`src/rtl/eth_tx_pkg.sv`:
```
package eth_tx_pkg;

    typedef enum logic [2:0] {
        S_IDLE,
        S_XMIT,
        S_BACKOFF,
        S_DRAIN,
        S_HALT
    } tx_state_e;

    localparam logic [31:0] CRC_REFL_POLY = 32'hEDB8_8320;

    // one byte through the reflected CRC-32, bit 0 of the byte first
    function automatic logic [31:0] crc32_step(input logic [31:0] c, input logic [7:0] d);
        logic [31:0] r;
        r = c;
        for (int i = 0; i < 8; i++) begin
            r = (r >> 1) ^ ((r[0] ^ d[i]) ? CRC_REFL_POLY : 32'h0);
        end
        return r;
    endfunction

endpackage

```
`src/rtl/eth_tx_replay.sv`:
```
module eth_tx_replay #(
    parameter int DEPTH = 8,
    localparam int AW = (DEPTH > 1) ? $clog2(DEPTH) : 1
) (
    input  logic          clk,
    input  logic          wr_en,
    input  logic [AW-1:0] wr_addr,
    input  logic [7:0]    wr_data,
    input  logic [AW-1:0] rd_addr,
    output logic [7:0]    rd_data
);
    logic [7:0] mem [DEPTH];

    always_ff @(posedge clk) begin
        if (wr_en) mem[wr_addr] <= wr_data;
    end

    assign rd_data = mem[rd_addr];
endmodule

```
`src/rtl/eth_tx_fcs.sv`:
```
module eth_tx_fcs
    import eth_tx_pkg::*;
(
    input  logic       clk,
    input  logic       rst_n,
    input  logic       init,
    input  logic       upd,
    input  logic [7:0] din,
    input  logic [1:0] sel,
    output logic [7:0] fcs_byte
);
    logic [31:0] crc;

    always_ff @(posedge clk or negedge rst_n) begin
        if (!rst_n)    crc <= '1;
        else if (init) crc <= '1;
        else if (upd)  crc <= crc32_step(crc, din);
    end

    assign fcs_byte = ~crc[8*sel +: 8];
endmodule

```
`src/rtl/eth_tx_seq.sv`:
```
module eth_tx_seq
    import eth_tx_pkg::*;
#(
    parameter int LEN_W   = 11,
    parameter int DEPTH   = 8,
    parameter int MIN_SEG = 9,
    parameter int MAX_ATT = 16,
    localparam int RW = $clog2(MAX_ATT + 1),
    localparam int AW = (DEPTH > 1) ? $clog2(DEPTH) : 1
) (
    input  logic             clk,
    input  logic             rst_n,
    input  logic             in_valid,
    output logic             in_ready,
    input  logic [7:0]       in_data,
    input  logic             in_last,
    input  logic             in_pad,
    input  logic             in_fcs,
    input  logic [LEN_W-1:0] min_len,
    input  logic             col,
    input  logic             backoff_done,
    input  logic             stop_req,
    input  logic             restart_req,
    output logic             tx_en,
    output logic             tx_d,
    output logic             stopped,
    output logic             done,
    output logic [RW-1:0]    st_retries,
    output logic             st_late,
    output logic             st_excess,
    output logic             st_short
);
    tx_state_e        state, state_nx;
    logic             has;
    logic [2:0]       bcnt;
    logic [7:0]       shreg;
    logic [LEN_W-1:0] idx, fetched, data_len, fetch_nx;
    logic             ended, pad_f, fcs_f, stop_pend, resume;
    logic [2:0]       fcs_cnt;
    logic [RW-1:0]    attempts, att_nx;
    logic [7:0]       rd_byte, fcs_byte, nb;

    logic at_bnd, from_buf, data_rem, pad_rem, fcs_rem;
    logic col_hit, take, load, finish, spilled, give_up, abort;
    logic start, stop_any, ended_nx;
    tx_state_e end_st;

    // ---------------- control decode ----------------
    always_comb begin
        at_bnd   = (state == S_XMIT) && (!has || bcnt == 3'd7);
        from_buf = idx < fetched;
        data_rem = from_buf || !ended;
        pad_rem  = pad_f && (idx < min_len);
        fcs_rem  = fcs_f && (fcs_cnt != 3'd4);
        col_hit  = (state == S_XMIT) && col;
        in_ready = (at_bnd && data_rem && !from_buf) || (state == S_DRAIN);
        take     = in_ready && in_valid;
        fetch_nx = fetched + LEN_W'(take && state == S_XMIT);
        spilled  = fetch_nx > LEN_W'(DEPTH);
        att_nx   = attempts + 1'b1;
        give_up  = spilled || (att_nx == RW'(MAX_ATT));
        abort    = col_hit && give_up;
        ended_nx = ended || (take && in_last);
        load     = at_bnd && !col &&
                   (data_rem ? (from_buf || in_valid) : (pad_rem || fcs_rem));
        finish   = at_bnd && !col && !data_rem && !pad_rem && !fcs_rem;
        nb       = data_rem ? (from_buf ? rd_byte : in_data)
                            : (pad_rem ? 8'h00 : fcs_byte);
        stop_any = stop_pend || stop_req;
        end_st   = stop_any ? S_HALT : S_IDLE;
        start    = (state == S_IDLE) && !stop_any && in_valid;
    end

    // ---------------- next state ----------------
    always_comb begin
        state_nx = state;
        unique case (state)
            S_IDLE:    if (stop_any) state_nx = S_HALT;
                       else if (in_valid) state_nx = S_XMIT;
            S_XMIT:    if (col_hit) begin
                           if (give_up)       state_nx = ended_nx ? end_st : S_DRAIN;
                           else if (stop_any) state_nx = S_HALT;
                           else               state_nx = S_BACKOFF;
                       end else if (finish) state_nx = end_st;
            S_BACKOFF: if (backoff_done) state_nx = S_XMIT;
            S_DRAIN:   if (take && in_last) state_nx = end_st;
            S_HALT:    if (restart_req) state_nx = resume ? S_BACKOFF : S_IDLE;
            default:   state_nx = S_IDLE;
        endcase
    end

    always_ff @(posedge clk or negedge rst_n) begin
        if (!rst_n) state <= S_IDLE;
        else        state <= state_nx;
    end

    // ---------------- frame datapath ----------------
    always_ff @(posedge clk or negedge rst_n) begin
        if (!rst_n) begin
            has <= 1'b0;  bcnt <= '0;  shreg <= '0;
            idx <= '0;  fetched <= '0;  data_len <= '0;
            ended <= 1'b0;  pad_f <= 1'b0;  fcs_f <= 1'b0;
            fcs_cnt <= '0;  attempts <= '0;
            stop_pend <= 1'b0;  resume <= 1'b0;
        end else begin
            stop_pend <= stop_any && (state_nx != S_HALT) && (state != S_HALT);
            if (col_hit && !give_up && stop_any)         resume <= 1'b1;
            else if (state == S_HALT && restart_req)     resume <= 1'b0;
            if (start) begin
                pad_f <= in_pad;  fcs_f <= in_fcs;
                idx <= '0;  fetched <= '0;  data_len <= '0;
                ended <= 1'b0;  fcs_cnt <= '0;  attempts <= '0;  has <= 1'b0;
            end else if (state == S_XMIT) begin
                if (take) begin
                    fetched <= fetch_nx;
                    if (in_last) begin
                        ended    <= 1'b1;
                        data_len <= fetch_nx;
                    end
                end
                if (col) begin
                    has <= 1'b0;  idx <= '0;  fcs_cnt <= '0;  attempts <= att_nx;
                end else if (load) begin
                    shreg <= nb;  has <= 1'b1;  bcnt <= '0;
                    if (data_rem || pad_rem) idx <= idx + 1'b1;
                    else                     fcs_cnt <= fcs_cnt + 1'b1;
                end else if (has) begin
                    shreg <= shreg >> 1;
                    bcnt  <= bcnt + 1'b1;
                    if (bcnt == 3'd7) has <= 1'b0;
                end
            end
        end
    end

    // ---------------- status pulse ----------------
    always_ff @(posedge clk or negedge rst_n) begin
        if (!rst_n) begin
            done <= 1'b0;  st_retries <= '0;
            st_late <= 1'b0;  st_excess <= 1'b0;  st_short <= 1'b0;
        end else begin
            done       <= finish || abort;
            st_retries <= finish ? attempts : att_nx;
            st_late    <= abort && spilled;
            st_excess  <= abort && !spilled;
            st_short   <= finish && (data_len < LEN_W'(MIN_SEG));
        end
    end

    // ---------------- line outputs ----------------
    always_comb begin
        tx_en   = (state == S_XMIT) && has;
        tx_d    = tx_en && shreg[0];
        stopped = (state == S_HALT);
    end

    eth_tx_replay #(.DEPTH(DEPTH)) u_replay (
        .clk     (clk),
        .wr_en   (take && state == S_XMIT && fetched < LEN_W'(DEPTH)),
        .wr_addr (fetched[AW-1:0]),
        .wr_data (in_data),
        .rd_addr (idx[AW-1:0]),
        .rd_data (rd_byte)
    );

    eth_tx_fcs u_fcs (
        .clk      (clk),
        .rst_n    (rst_n),
        .init     (start || col_hit),
        .upd      (load && (data_rem || pad_rem)),
        .din      (nb),
        .sel      (fcs_cnt[1:0]),
        .fcs_byte (fcs_byte)
    );
endmodule

```
`config.mk`:
```
export PLATFORM = sky130hd
export DESIGN_NAME = eth_tx_seq
export DESIGN_NICKNAME = d
export VERILOG_FILES = /design/src/rtl/eth_tx_pkg.sv /design/src/rtl/eth_tx_replay.sv /design/src/rtl/eth_tx_fcs.sv /design/src/rtl/eth_tx_seq.sv
export SDC_FILE = /design/constraint.sdc
export NUM_CORES = 1
export LEC_CHECK = 0
export CORE_UTILIZATION = 55
export DETAILED_ROUTE_END_ITERATION = 16
export GPL_ROUTABILITY_DRIVEN = 0
export PLACE_DENSITY = 0.74
export SYNTH_ARGS = -nofsm -noshare
export SYNTH_HDL_FRONTEND = slang
export SYNTH_HIERARCHICAL = 1
export SYNTH_SLANG_ARGS = --single-unit
```
`constraint.sdc`:
```
create_clock -name clk -period 4.3 [get_ports clk]
set_input_delay 1.075 -clock clk [delete_from_list [all_inputs] [get_ports clk]]
set_output_delay 1.075 -clock clk [all_outputs]
set_load 0.02 [all_outputs]
```
Word-level counts from Yosys, hierarchy flattened. Memories as Yosys holds them, arrays and structs flattened. Index checks and enable logic that the tools add are counted.

Add/subtract/negate cells: 5. Order comparisons: 5. Equality and inequality tests: 10. Shift-type cells: 1. Muxes and demuxes: 66. Bitwise logic cells: 19. Reductions and logical operators: 66.

Operators by type and width (count): 2-to-1 mux 32 bit (10); bitwise XOR 31 x 32 -> 32 bit (8); 2-to-1 mux 11 bit (12); 2-to-1 mux 3 bit (18); 2-to-1 mux 8 bit (5); indexed part select 32 x 6 -> 8 bit (1); logical AND 1 bit (29); < comparator 11 bit (2); < comparator 11 x 4 -> 1 bit, second input constant (2); 2-to-1 mux 5 bit (4); 2-to-1 mux 1 bit (15); case mux 3 bit (5 select lines) (1); nonzero test 2 bit (7); != test 3 bit, second input constant (4); adder 11 x 1 -> 11 bit (1); adder 11 x 1 -> 11 bit, second input constant (1); > comparator 11 x 4 -> 1 bit, second input constant (1); logical OR 1 bit (11); logical NOT 1 bit (10); AND reduction 3 bit (3); NOT 8 bit (1); bitwise XOR 1 bit (8); adder 3 x 1 -> 3 bit, second input constant (2); == test 3 x 2 -> 1 bit, second input constant (2); 10 further kinds (14).

Flip-flop bits (word level): 102. RAM bits: 64. Output and inout port bits: 13. Logic and storage cells: 193. Memories kept: 1.

Memory list: u_replay.mem (words 8, bits a word 8, read ports 1, clocked after Yosys merged registers in 0, wr ports 1, RTL line eth_tx_replay.sv:12) `logic [7:0] mem [DEPTH];`.

Longest topological paths before layout. Gate-level depths: netlist of the first run.

Depth in word-level cells: 30. Mapped depth: 18.

Hierarchy. The synthesis of the first run kept the hierarchy.

By module, submodules not included: eth_tx_seq (instances 1, cells an instance 506, area an instance 4499.3 um^2, seq. area each 1751.7 um^2); eth_tx_replay (instances 1, cells an instance 106, area an instance 2531.2 um^2, seq. area each 1921.8 um^2); eth_tx_fcs (instances 1, cells an instance 209, area an instance 2352.3 um^2, seq. area each 840.8 um^2).

Worst setup path before layout of the first run. No wires, ideal clock.

Path type: in2reg. Start: input port min_len[2]. End: register u_fcs.crc[19]. Library setup time: 0.072 ns. Arrival time: 3.927 ns. Required time: 4.228 ns. Setup slack: 0.301 ns. Stages: 14. Buffers on the path: 1. Path through: inv_1 -> ha_1 -> nand2_1 -> o21ai_0 -> a21oi_2 -> o21ai_2 -> buf_2 -> a221oi_1 -> nor2_1 -> xor2_4 -> xnor2_4 -> xor2_4 -> xor3_1 -> o21ai_1.

Word-level cells in the longest chain between the ends: 18. Elaborated cells on any way between the ends: 34. Those cells by class: 1 x order compare; 12 x mux; 15 x bitwise; 6 x reduce/logical.

Ends and longest elaborated chain: from (decl) (RTL line eth_tx_seq.sv:19) `input logic [LEN_W-1:0] min_len,`; < comparator 11 bit (*) (RTL line eth_tx_seq.sv:53) `pad_rem = pad_f && (idx < min_len);`; logical AND 1 bit (*) (RTL line eth_tx_seq.sv:53); 2-to-1 mux 8 bit (*) (RTL line eth_tx_seq.sv:68) `: (pad_rem ? 8'h00 : fcs_byte);`; 2-to-1 mux 8 bit (*) (RTL line eth_tx_seq.sv:67) `nb = data_rem ? (from_buf ? rd_byte : in_data)`; via nb[0] (RTL line eth_tx_seq.sv:41) `logic [7:0] rd_byte, fcs_byte, nb;`; bitwise XOR 1 bit (*) (RTL line eth_tx_pkg.sv:18) `r = (r >> 1) ^ ((r[0] ^ d[i]) ? CRC_REFL_POLY : 32'h0);`; 2-to-1 mux 32 bit (*) (RTL line eth_tx_pkg.sv:18); bitwise XOR 31 x 32 -> 32 bit (*) (6 in series) (RTL line eth_tx_pkg.sv:18); bitwise XOR 1 bit (RTL line eth_tx_pkg.sv:18); 2-to-1 mux 32 bit (RTL line eth_tx_pkg.sv:18); bitwise XOR 31 x 32 -> 32 bit (*) (2 in series) (RTL line eth_tx_pkg.sv:18); 2-to-1 mux 32 bit (*) (RTL line eth_tx_fcs.sv:17) `else if (upd) crc <= crc32_step(crc, din);`; 2-to-1 mux 32 bit (*) (RTL line eth_tx_fcs.sv:16) `else if (init) crc <= '1;`; to (signal assigned) (RTL line eth_tx_fcs.sv:17); to (decl) (RTL line eth_tx_fcs.sv:12) `logic [31:0] crc;`.

Mark *: on every way through the listed nets, which the timed path passes. The rest lies on a longest branch. The select of a mux whose other input is x is not followed. A chain may end at the register's enable or synchronous reset.

Worst setup path in the final report of the first run.
Start: input port min_len[6]. End: register u_fcs.crc[18].

Word-level cells in the longest chain between the ends: 18. Elaborated cells on any way between the ends: 32. Those cells by class: 1 x order compare; 11 x mux; 14 x bitwise; 6 x reduce/logical.

Ends and longest elaborated chain (RTL line): < comparator 11 bit (eth_tx_seq.sv:53); logical AND 1 bit (eth_tx_seq.sv:53); 2-to-1 mux 8 bit (eth_tx_seq.sv:68); 2-to-1 mux 8 bit (eth_tx_seq.sv:67); via nb[0] (eth_tx_seq.sv:41); bitwise XOR 1 bit (eth_tx_pkg.sv:18); 2-to-1 mux 32 bit (eth_tx_pkg.sv:18); bitwise XOR 31 x 32 -> 32 bit (6 in series) (eth_tx_pkg.sv:18); bitwise XOR 1 bit (eth_tx_pkg.sv:18); 2-to-1 mux 32 bit (eth_tx_pkg.sv:18); bitwise XOR 31 x 32 -> 32 bit (2 in series) (eth_tx_pkg.sv:18); 2-to-1 mux 32 bit (eth_tx_fcs.sv:17); 2-to-1 mux 32 bit (eth_tx_fcs.sv:16).

The timed path passes the listed nets, and every way through them passes these cells. The select of a mux whose other input is x is not followed.

==> results_tabular.tex, run 1 <==
\begin{tabular}{lr}
\hline
Metric & Value \\
\hline
\multicolumn{2}{l}{\textbf{STA}} \\
\quad Final clock period utilization by the worst path & 95.46\% \\
\quad Final period demand of the worst path & 4.105 ns \\
\quad Total count of hold-check failures in the final report & 0 \\
\quad Post-layout worst setup margin & 0.1952 ns \\
\quad Largest clock skew in the final design & 0.01090 ns \\
\quad Number of endpoints failing setup at the final stage & 0 \\
\quad Max Transition Viols Final & 0 \\
\quad Max transition margin & 29.05\% \\
\quad Setup repair after global routing missed its margin & false \\
\quad Maximum clock rate & 0.2436 GHz \\
\quad Transition time at the pin with the least slew margin & 1.064 ns \\
\multicolumn{2}{l}{\textbf{Setup path}} \\
\quad Worst endpoint data arrival time & 4.46 ns \\
\quad Register-to-register path setup slack & 0.37 ns \\
\quad Maximum fanout count along the critical path & 9 \\
\quad Type of the worst setup path & input port to flip-flop \\
\quad Startpoint of the worst-slack reg-to-reg timing path & fetched[2] \\
\quad Critical Path End Type & flip-flop \\
\quad Reg2Reg Depth & 17 \\
\quad Required time at the endpoint of the critical path & 4.65 ns \\
\quad Startpoint kind of the worst setup timing path & input port \\
\quad Endpoint of the worst register-to-register path & state[2] \\
\multicolumn{2}{l}{\textbf{Clock network}} \\
\quad H-Tree Level Count & 4 \\
\quad Worst-case clock buffer depth & 2 \\
\quad Worst-path clk slew & 0.06 ns \\
\quad Clock buffer count from CTS & 17 \\
\quad CTS tree & yes \\
\quad Buffer type at the clock tree root & clkbuf\_16 \\
\quad Clock insertion delay at the later pin of the skew report & 0.43 ns \\
\quad Num Clock Sinks & 166 \\
\multicolumn{2}{l}{\textbf{Power}} \\
\quad Power Dens Cells & 790.5 nW/µm² \\
\quad Peak supply drop & 1.200 mV \\
\quad Leakage power & 4.370 nW \\
\multicolumn{2}{l}{\textbf{Status}} \\
\quad Outcome & finished clean \\
\multicolumn{2}{l}{\textbf{Layout}} \\
\quad Relative area change from synthesis to final layout & 17.16\% \\
\quad Total Nets Final & 962 \\
\quad Final cell count without fillers & 1138 \\
\quad Layout cells sized above 1 & 20.70\% \\
\quad Antenna diode instance count & 0 \\
\multicolumn{2}{l}{\textbf{Run}} \\
\quad Max capacitance violation total & 0 \\
\multicolumn{2}{l}{\textbf{Worst hold path}} \\
\quad Class of the most critical hold timing path & flip-flop to flip-flop \\
\quad Hold\_sp & pad\_f \\
\quad Cell count of the worst hold path & 2 \\
\quad Capture endpoint of the worst hold path & pad\_f \\
\multicolumn{2}{l}{\textbf{Routing}} \\
\quad Sum of routed wire length over all layers & 21470 µm \\
\quad Detailed route wirelength on metal2 & 10680 µm \\
\quad Met3 routed wirelength & 899 µm \\
\quad DRT met1 WL & 9620 µm \\
\quad Post-route DRC violation count & 0 \\
\quad Antenna Nets Post-Route & 0 \\
\quad Initial drt markers & 626 \\
\quad Detailed-route via count & 6704 \\
\quad Routed wire length per instance & 18.87 µm \\
\quad Top layer in use & met4 \\
\quad Number of detailed-routing iterations run before antenna repair & 5 \\
\quad Average via count per standard cell & 5.891 \\
\multicolumn{2}{l}{\textbf{Global route}} \\
\quad Largest net degree at the start of global routing & 84 \\
\quad Global-route wire length before repair & 34670 µm \\
\quad Initial antenna violation count & 0 \\
\quad Overall global routing resource usage & 25.51\% \\
\quad Overflow left after global routing & 0 \\
\quad Number of global-route vias before repair & 6724 \\
\multicolumn{2}{l}{\textbf{Yosys}} \\
\quad Yosys Warn Count & 6 \\
\quad Count leader, synth & nor2\_1 \\
\quad Cell type contributing the most total cell area after synthesis & edfxtp\_1 \\
\quad Top\_reg\_cell synth & dfrtp\_1 \\
\quad Post-synthesis register bit count & 166 \\
\quad Biggest area contributors in the synthesized netlist & edfxtp\_1, dfrtp\_1, dfstp\_2 \\
\quad Number of enable flip-flop cells after synthesis & 64 \\
\quad Fraction of the yosys area taken by sequential cells & 48.11\% \\
\quad Number of distinct library cell variants in the gate-level netlist after synthesis & 83 \\
\quad Synth async-reset ratio & 61.45\% \\
\quad Post-synth top area share & 20.48\% \\
\quad Post-Syn Area per Cell & 11.43 µm² \\
\quad Netlist Area Pre-Place & 9383 µm² \\
\quad Cell count after synthesis & 821 \\
\quad Commonest cells in the netlist & nor2\_1, dfrtp\_1, edfxtp\_1 \\
\quad Net Count, Synth & 878 \\
\multicolumn{2}{l}{\textbf{Floorplanning}} \\
\quad Number of core rows & 47 \\
\quad Die area & 17590 µm² \\
\quad Core area & 16640 µm² \\
\quad Die boundary width & 132.6 µm \\
\quad Die Height & 132.6 µm \\
\quad Number of top-level pins & 42 \\
\quad Effective utilization at floorplan & 56.38\% \\
\multicolumn{2}{l}{\textbf{Place}} \\
\quad Total instance count after detailed placement & 1106 \\
\quad Worst setup slack before clock tree synthesis & -0.3509 ns \\
\quad DP HPWL & 14990 µm \\
\quad Count of buffers from port buffering & 41 \\
\hline
\end{tabular}
[worst max-delay path: stages]
cell	delay, ns
clkdlybuf4s50_1	0.46
inv_1	0.04
ha_1	0.30
a21oi_1	0.14
o21ai_0	0.16
a21oi_2	0.23
o21ai_4	0.14
a221oi_1	0.28
nor2_1	0.10
buf_4	0.17
xor2_4	0.20
xnor2_4	0.26
buf_4	0.23
xor2_2	0.24
xnor2_1	0.11
a211o_1	0.31
[cell usage in the layout (no fill, tap or decap), types with 9 or more instances in the layout]
master           synthesis  layout
o21ai_0                 25      24
or2_2                   13      13
buf_4                    2      59
xor2_1                  25      25
nand2_1                 62      62
mux2i_1                  9       9
nor2_1                  87      86
nor2b_1                 20      20
xnor2_1                 59      57
a211oi_1                 9       9
ha_1                    28      28
mux2_2                  11      11
dfstp_2                 32      32
a21o_1                   9       9
a21oi_1                 42      41
edfxtp_1                64      64
nor3_1                  12      12
a211o_1                 16      16
inv_1                   37      37
dfrtp_1                 70      70
clkdlybuf4s50_1          0      40
nand3_1                 12      12
clkbuf_16                0      17
mux4_1                  16      16
[registers in the layout (all words and copies together), names as in the netlist]
name,flops
attempts,5
bcnt,3
data_len,11
done,1
ended,1
fcs_cnt,3
fcs_f,1
fetched,11
has,1
idx,11
pad_f,1
resume,1
shreg,8
st_excess,1
st_late,1
st_retries,5
st_short,1
state,3
stop_pend,1
u_fcs/crc,32
u_replay/mem,64
[worst max path at each step]
stage | start | end | slack (ns) | cells past startpoint
floorplan | min_len[2] | u_fcs/crc[19] | 0.30 | 14
global placement | min_len[2] | u_fcs/crc[24] | -0.21 | 15
detailed placement | min_len[2] | u_fcs/crc[23] | -0.35 | 17
CTS | fetched[2] | in_ready | 0.09 | 8
global route | min_len[4] | u_fcs/crc[23] | 0.004 | 17
finish | min_len[6] | u_fcs/crc[18] | 0.20 | 16
[per-layer routing]
layer / global-route usage, % / up-vias
met5: 0 / -
li1: - / 3110
met3: 4.444 / 27
met2: 41.93 / 178
met1: 34.64 / 3389
met4: 7.918 / 0
[final cells by class]
| cell class | instances | area [µm²] |
|---|---|---|
| fillers | 1183 | 5649 |
| multi-input cells | 581 | 4588 |
| flip-flops and latches | 166 | 4514 |
| repair buffers | 101 | 883.3 |
| clock buffers | 20 | 446.7 |
| well taps | 220 | 275.3 |
| clock inverters | 12 | 142.6 |
| inverters | 38 | 142.6 |
[power by group]
part           internal [mW]  switching, mW  total [mW]
Combinational           2.55           2.42        4.97
Clock                  0.884          0.656        1.54
Sequential              1.94          0.241        2.18
[repair_timing]
item,CTS,global route
endpoints found under the setup margin,0,19
setup buffers,0,0
endpoints found under the hold margin,0,0
resized for setup,0,5
hold buffers,0,0
[kinds of logic after synthesis]
group	Yosys count	share of synthesized area (%)
AND/OR/NAND/NOR	256	13.56
flip-flops	166	48.11
AO/OA/AOI/OAI	155	11.69
XOR/XNOR	98	10.84
buffers and inverters	74	3.374
multiplexers	44	8.681
adder cells (fa/ha/maj)	28	3.734
[metrics by stage]
step	setup TNS (ns)	power (mW)	util (%)	instance area (µm²)	hold WS, ns
2_1_floorplan	0	5.569	-	9383	0.4379
3_3_place_gp	-3.139	6.903	62.36	10380	0.4532
3_5_place_dp	-5.545	7.071	62.36	10380	0.4795
4_1_cts	0	8.654	65.90	10970	0.4942
5_1_grt	0	9.167	66.06	10990	0.5109
6_report	0	8.690	66.06	10990	0.4971
No activity file was read; power rests on OpenSTA's default activity.
==> run 2, diff against run 1 <==
--- a/config.mk
+++ b/config.mk
@@ -5,10 +5,12 @@
 export SDC_FILE = /design/constraint.sdc
 export NUM_CORES = 1
 export LEC_CHECK = 0
+export CORE_ASPECT_RATIO = 1.1
 export CORE_UTILIZATION = 55
 export DETAILED_ROUTE_END_ITERATION = 16
 export GPL_ROUTABILITY_DRIVEN = 0
 export PLACE_DENSITY = 0.74
+export REMOVE_ABC_BUFFERS = 1
 export SYNTH_ARGS = -nofsm -noshare
 export SYNTH_HDL_FRONTEND = slang
 export SYNTH_HIERARCHICAL = 1
==> run 2 against run 1 <==
First-iteration DRC count shrank 23%. Setup slack got worse by 0.012 ns. Critical path type unchanged. Fmax is 0.29% lower. Largest power group unchanged. Sequential share of layout area barely moved. Via count up 0.91%. Critical path depth did not move.
==> results_tabular.tex, run 2 (same netlist as run 1, synthesis figures left out) <==
\begin{tabular}{lr}
\hline
Metric & Value \\
\hline
\multicolumn{2}{l}{\textbf{Worst hold path}} \\
\quad Capture endpoint of the worst hold path & fcs\_f \\
\quad Class of the most critical hold timing path & flip-flop to flip-flop \\
\quad Hold\_sp & fcs\_f \\
\quad Cell count of the worst hold path & 2 (unchanged) \\
\multicolumn{2}{l}{\textbf{Power}} \\
\quad Net switching power of the design & 3.391 mW (+2.2\%) \\
\quad Power Dens Cells & 781.2 nW/µm² (-1.2\%) \\
\quad Internal power of the cells & 5.196 mW (-3.3\%) \\
\quad Relative contribution of the clock network to total power & 18.4\% (+0.7 points) \\
\quad Leakage power & 4.373 nW (about the same) \\
\quad Register share of total power & 25.3\% (+0.2 points) \\
\quad Peak supply drop & 0.5214 mV (-57\%) \\
\quad Fraction of power consumed by combinational cells & 56.2\% (-1.0 points) \\
\quad Switching portion of total power & 39.49\% (+1.3 points) \\
\quad Power consumption & 8.587 mW (-1.2\%) \\
\multicolumn{2}{l}{\textbf{Setup path}} \\
\quad Worst endpoint data arrival time & 4.48 ns (+0.02 ns) \\
\quad Register-to-register path setup slack & 0.47 ns (+0.10 ns) \\
\quad Required time at the endpoint of the critical path & 4.66 ns (about the same) \\
\quad Critical Path Start & min\_len[2] \\
\quad Startpoint kind of the worst setup timing path & input port \\
\quad Endpoint of the worst register-to-register path & fetched[10] \\
\quad Startpoint of the worst-slack reg-to-reg timing path & fetched[2] \\
\quad Type of the worst setup path & input port to flip-flop \\
\quad Maximum fanout count along the critical path & 7 (-2) \\
\quad Reg2Reg Depth & 17 (unchanged) \\
\quad Critical Path End Type & flip-flop \\
\multicolumn{2}{l}{\textbf{Clock network}} \\
\quad Buffers inserted by post-CTS timing repair & 0 (unchanged) \\
\quad H-Tree Level Count & 4 (unchanged) \\
\quad Clock buffer count from CTS & 17 (unchanged) \\
\quad Worst-path clk slew & 0.07 ns (about the same) \\
\quad Hold Buf Count CTS & 0 (unchanged) \\
\quad Worst-case clock buffer depth & 2 (unchanged) \\
\quad Clock insertion delay at the later pin of the skew report & 0.44 ns (about the same) \\
\quad Num Clock Sinks & 166 (unchanged) \\
\quad CTS tree & yes \\
\quad Buffer type at the clock tree root & clkbuf\_16 \\
\multicolumn{2}{l}{\textbf{Layout}} \\
\quad Register containing the most flip-flops in the final layout & u\_replay/mem \\
\quad Top library cells by usage in the layout, fill and taps aside & nor2\_1, dfrtp\_1, edfxtp\_1, nand2\_1, xnor2\_1 \\
\quad Total Nets Final & 960 (-0.21\%) \\
\quad Most common cell after layout, fill and taps aside & nor2\_1 \\
\quad Number of flip-flops under the largest register name & 64 (unchanged) \\
\quad Final cell count without fillers & 1120 (-1.6\%) \\
\quad Core utilization of the finished layout & 66.65\% (+0.59 points) \\
\quad Leading registers by flop count & u\_replay/mem: 64 flops, u\_fcs/crc: 32 flops \\
\quad Antenna diode instance count & 0 (unchanged) \\
\quad Layout cells sized above 1 & 20.63\% (-0.064 points) \\
\quad Relative area change from synthesis to final layout & 17.15\% (about the same) \\
\multicolumn{2}{l}{\textbf{Floorplanning}} \\
\quad Core area & 16490 µm² (-0.90\%) \\
\quad Number of top-level pins & 42 (unchanged) \\
\quad Die Height & 139.0 µm (+4.8\%) \\
\quad Die area & 17590 µm² (about the same) \\
\quad Die boundary width & 126.5 µm (-4.6\%) \\
\quad Effective utilization at floorplan & 56.89\% (+0.51 points) \\
\quad Number of core rows & 49 (+4.3\%) \\
\multicolumn{2}{l}{\textbf{Global route}} \\
\quad Initial antenna violation count & 0 (unchanged) \\
\quad Global-route wire length before repair & 35610 µm (+2.7\%) \\
\quad Number of global-route vias before repair & 7003 (+4.1\%) \\
\quad Largest net degree at the start of global routing & 80 (-4.8\%) \\
\quad Overflow left after global routing & 0 (unchanged) \\
\quad Overall global routing resource usage & 26.12\% (+0.61 points) \\
\multicolumn{2}{l}{\textbf{STA}} \\
\quad Maximum clock rate & 0.2429 GHz (-0.29\%) \\
\quad Final clock period utilization by the worst path & 95.74\% (+0.28 points) \\
\quad Final period demand of the worst path & 4.117 ns (+0.01195 ns) \\
\quad Hold\_ws & 0.4862 ns (-0.01090 ns) \\
\quad Number of endpoints failing setup at the final stage & 0 (unchanged) \\
\quad Total count of hold-check failures in the final report & 0 (unchanged) \\
\quad Setup repair after global routing missed its margin & false \\
\quad Largest clock skew in the final design & 0.01134 ns (+0.0004389 ns) \\
\quad Max transition margin & 31.20\% (+2.2 points) \\
\quad Max Transition Viols Final & 0 (unchanged) \\
\quad Transition time at the pin with the least slew margin & 1.032 ns (-0.03229 ns) \\
\multicolumn{2}{l}{\textbf{Place}} \\
\quad DP HPWL & 15060 µm (+0.43\%) \\
\quad Count of buffers from port buffering & 41 (unchanged) \\
\quad Total instance count after detailed placement & 1088 (-1.6\%) \\
\multicolumn{2}{l}{\textbf{Run}} \\
\quad Max capacitance violation total & 0 (unchanged) \\
\multicolumn{2}{l}{\textbf{Routing}} \\
\quad Sum of routed wire length over all layers & 21610 µm (+0.68\%) \\
\quad Average via count per standard cell & 6.040 (+2.5\%) \\
\quad Routed wire length per instance & 19.30 µm (+2.3\%) \\
\quad Detailed-route via count & 6765 (+0.91\%) \\
\quad Post-route DRC violation count & 0 (unchanged) \\
\quad Number of detailed-routing iterations run before antenna repair & 5 (unchanged) \\
\quad Antenna Nets Post-Route & 0 (unchanged) \\
\quad Initial drt markers & 481 (-23\%) \\
\multicolumn{2}{l}{\textbf{Status}} \\
\quad Outcome & finished clean \\
\hline
\end{tabular}
-- run 2: changes by cell type in the layout (fill, tap and decap cells not counted), moves of 2 or more --
| cell | delta |
|---|---|
| inv_6 | -2 |
| clkinv_8 | +5 |
| buf_4 | -2 |
| clkbuf_1 | -2 |
| inv_8 | +4 |
-- run 2: power by group through the flow --
stage	Sequential (mW)	Clock, mW	Combinational (mW)
after floorplan	2.15	0	3.35
after global placement	2.18	0	4.58
after detailed placement	2.20	0	4.73
after CTS	2.17	1.61	4.78
after global routing	2.20	1.67	5.19
final	2.18	1.58	4.83
-- run 2: critical path, stage by stage --
cell and delay (ns):
clkdlybuf4s50_1 0.46, inv_1 0.04, ha_1 0.30, a21oi_1 0.13
o21ai_0 0.11, a21oi_2 0.24, o21ai_2 0.15, buf_12 0.15
a221oi_1 0.26, nor2_1 0.12, xnor2_1 0.15, buf_4 0.16
xnor2_2 0.26, xor2_4 0.35, xnor3_1 0.38, o21ai_1 0.13
-- run 2: through the flow --
stage                     TNS [ns]  setup WS (ns)  area (µm²)
after floorplan             -15.41        -0.8585        9209
after global placement      -1.752        -0.1308       10340
after detailed placement    -3.262        -0.2161       10340
after CTS                        0         0.2126       10970
after global routing             0       0.005838       10990
final                            0         0.1832       10990
-- run 2: what timing repair did --
action	CTS	global route
setup endpoints to repair	0	3
endpoints found under the hold margin	0	0
resized for setup	0	2
-- run 2: worst max-delay path by stage --
stage / to / slack [ns] / depth (start not counted)
detailed placement: u_fcs/crc[19] / -0.22 / 16
floorplan: u_fcs/crc[1] / -0.86 / 9
global placement: u_fcs/crc[19] / -0.13 / 16
CTS: u_fcs/crc[20] / 0.21 / 16
finish: u_fcs/crc[20] / 0.18 / 16
global route: u_fcs/crc[16] / 0.006 / 16
-- run 2: layout make-up --
cell class              instances  area, µm²
clock buffers                  17      425.4
clock inverters                15      203.9
fillers                      1173       5500
inverters                      38      142.6
multi-input cells             581       4582
flip-flops and latches        166       4514
well taps                     204      255.2
repair buffers                 99      868.3
-- run 2: layer usage --
metal | GRT usage [%] | wire, µm | up-vias
met5 | 0 | 0 | -
met4 | 10.21 | 546 | 0
met3 | 4.861 | 1017 | 48
met2 | 45.16 | 11140 | 225
met1 | 32.36 | 8909 | 3369
li1 | - | - | 3123
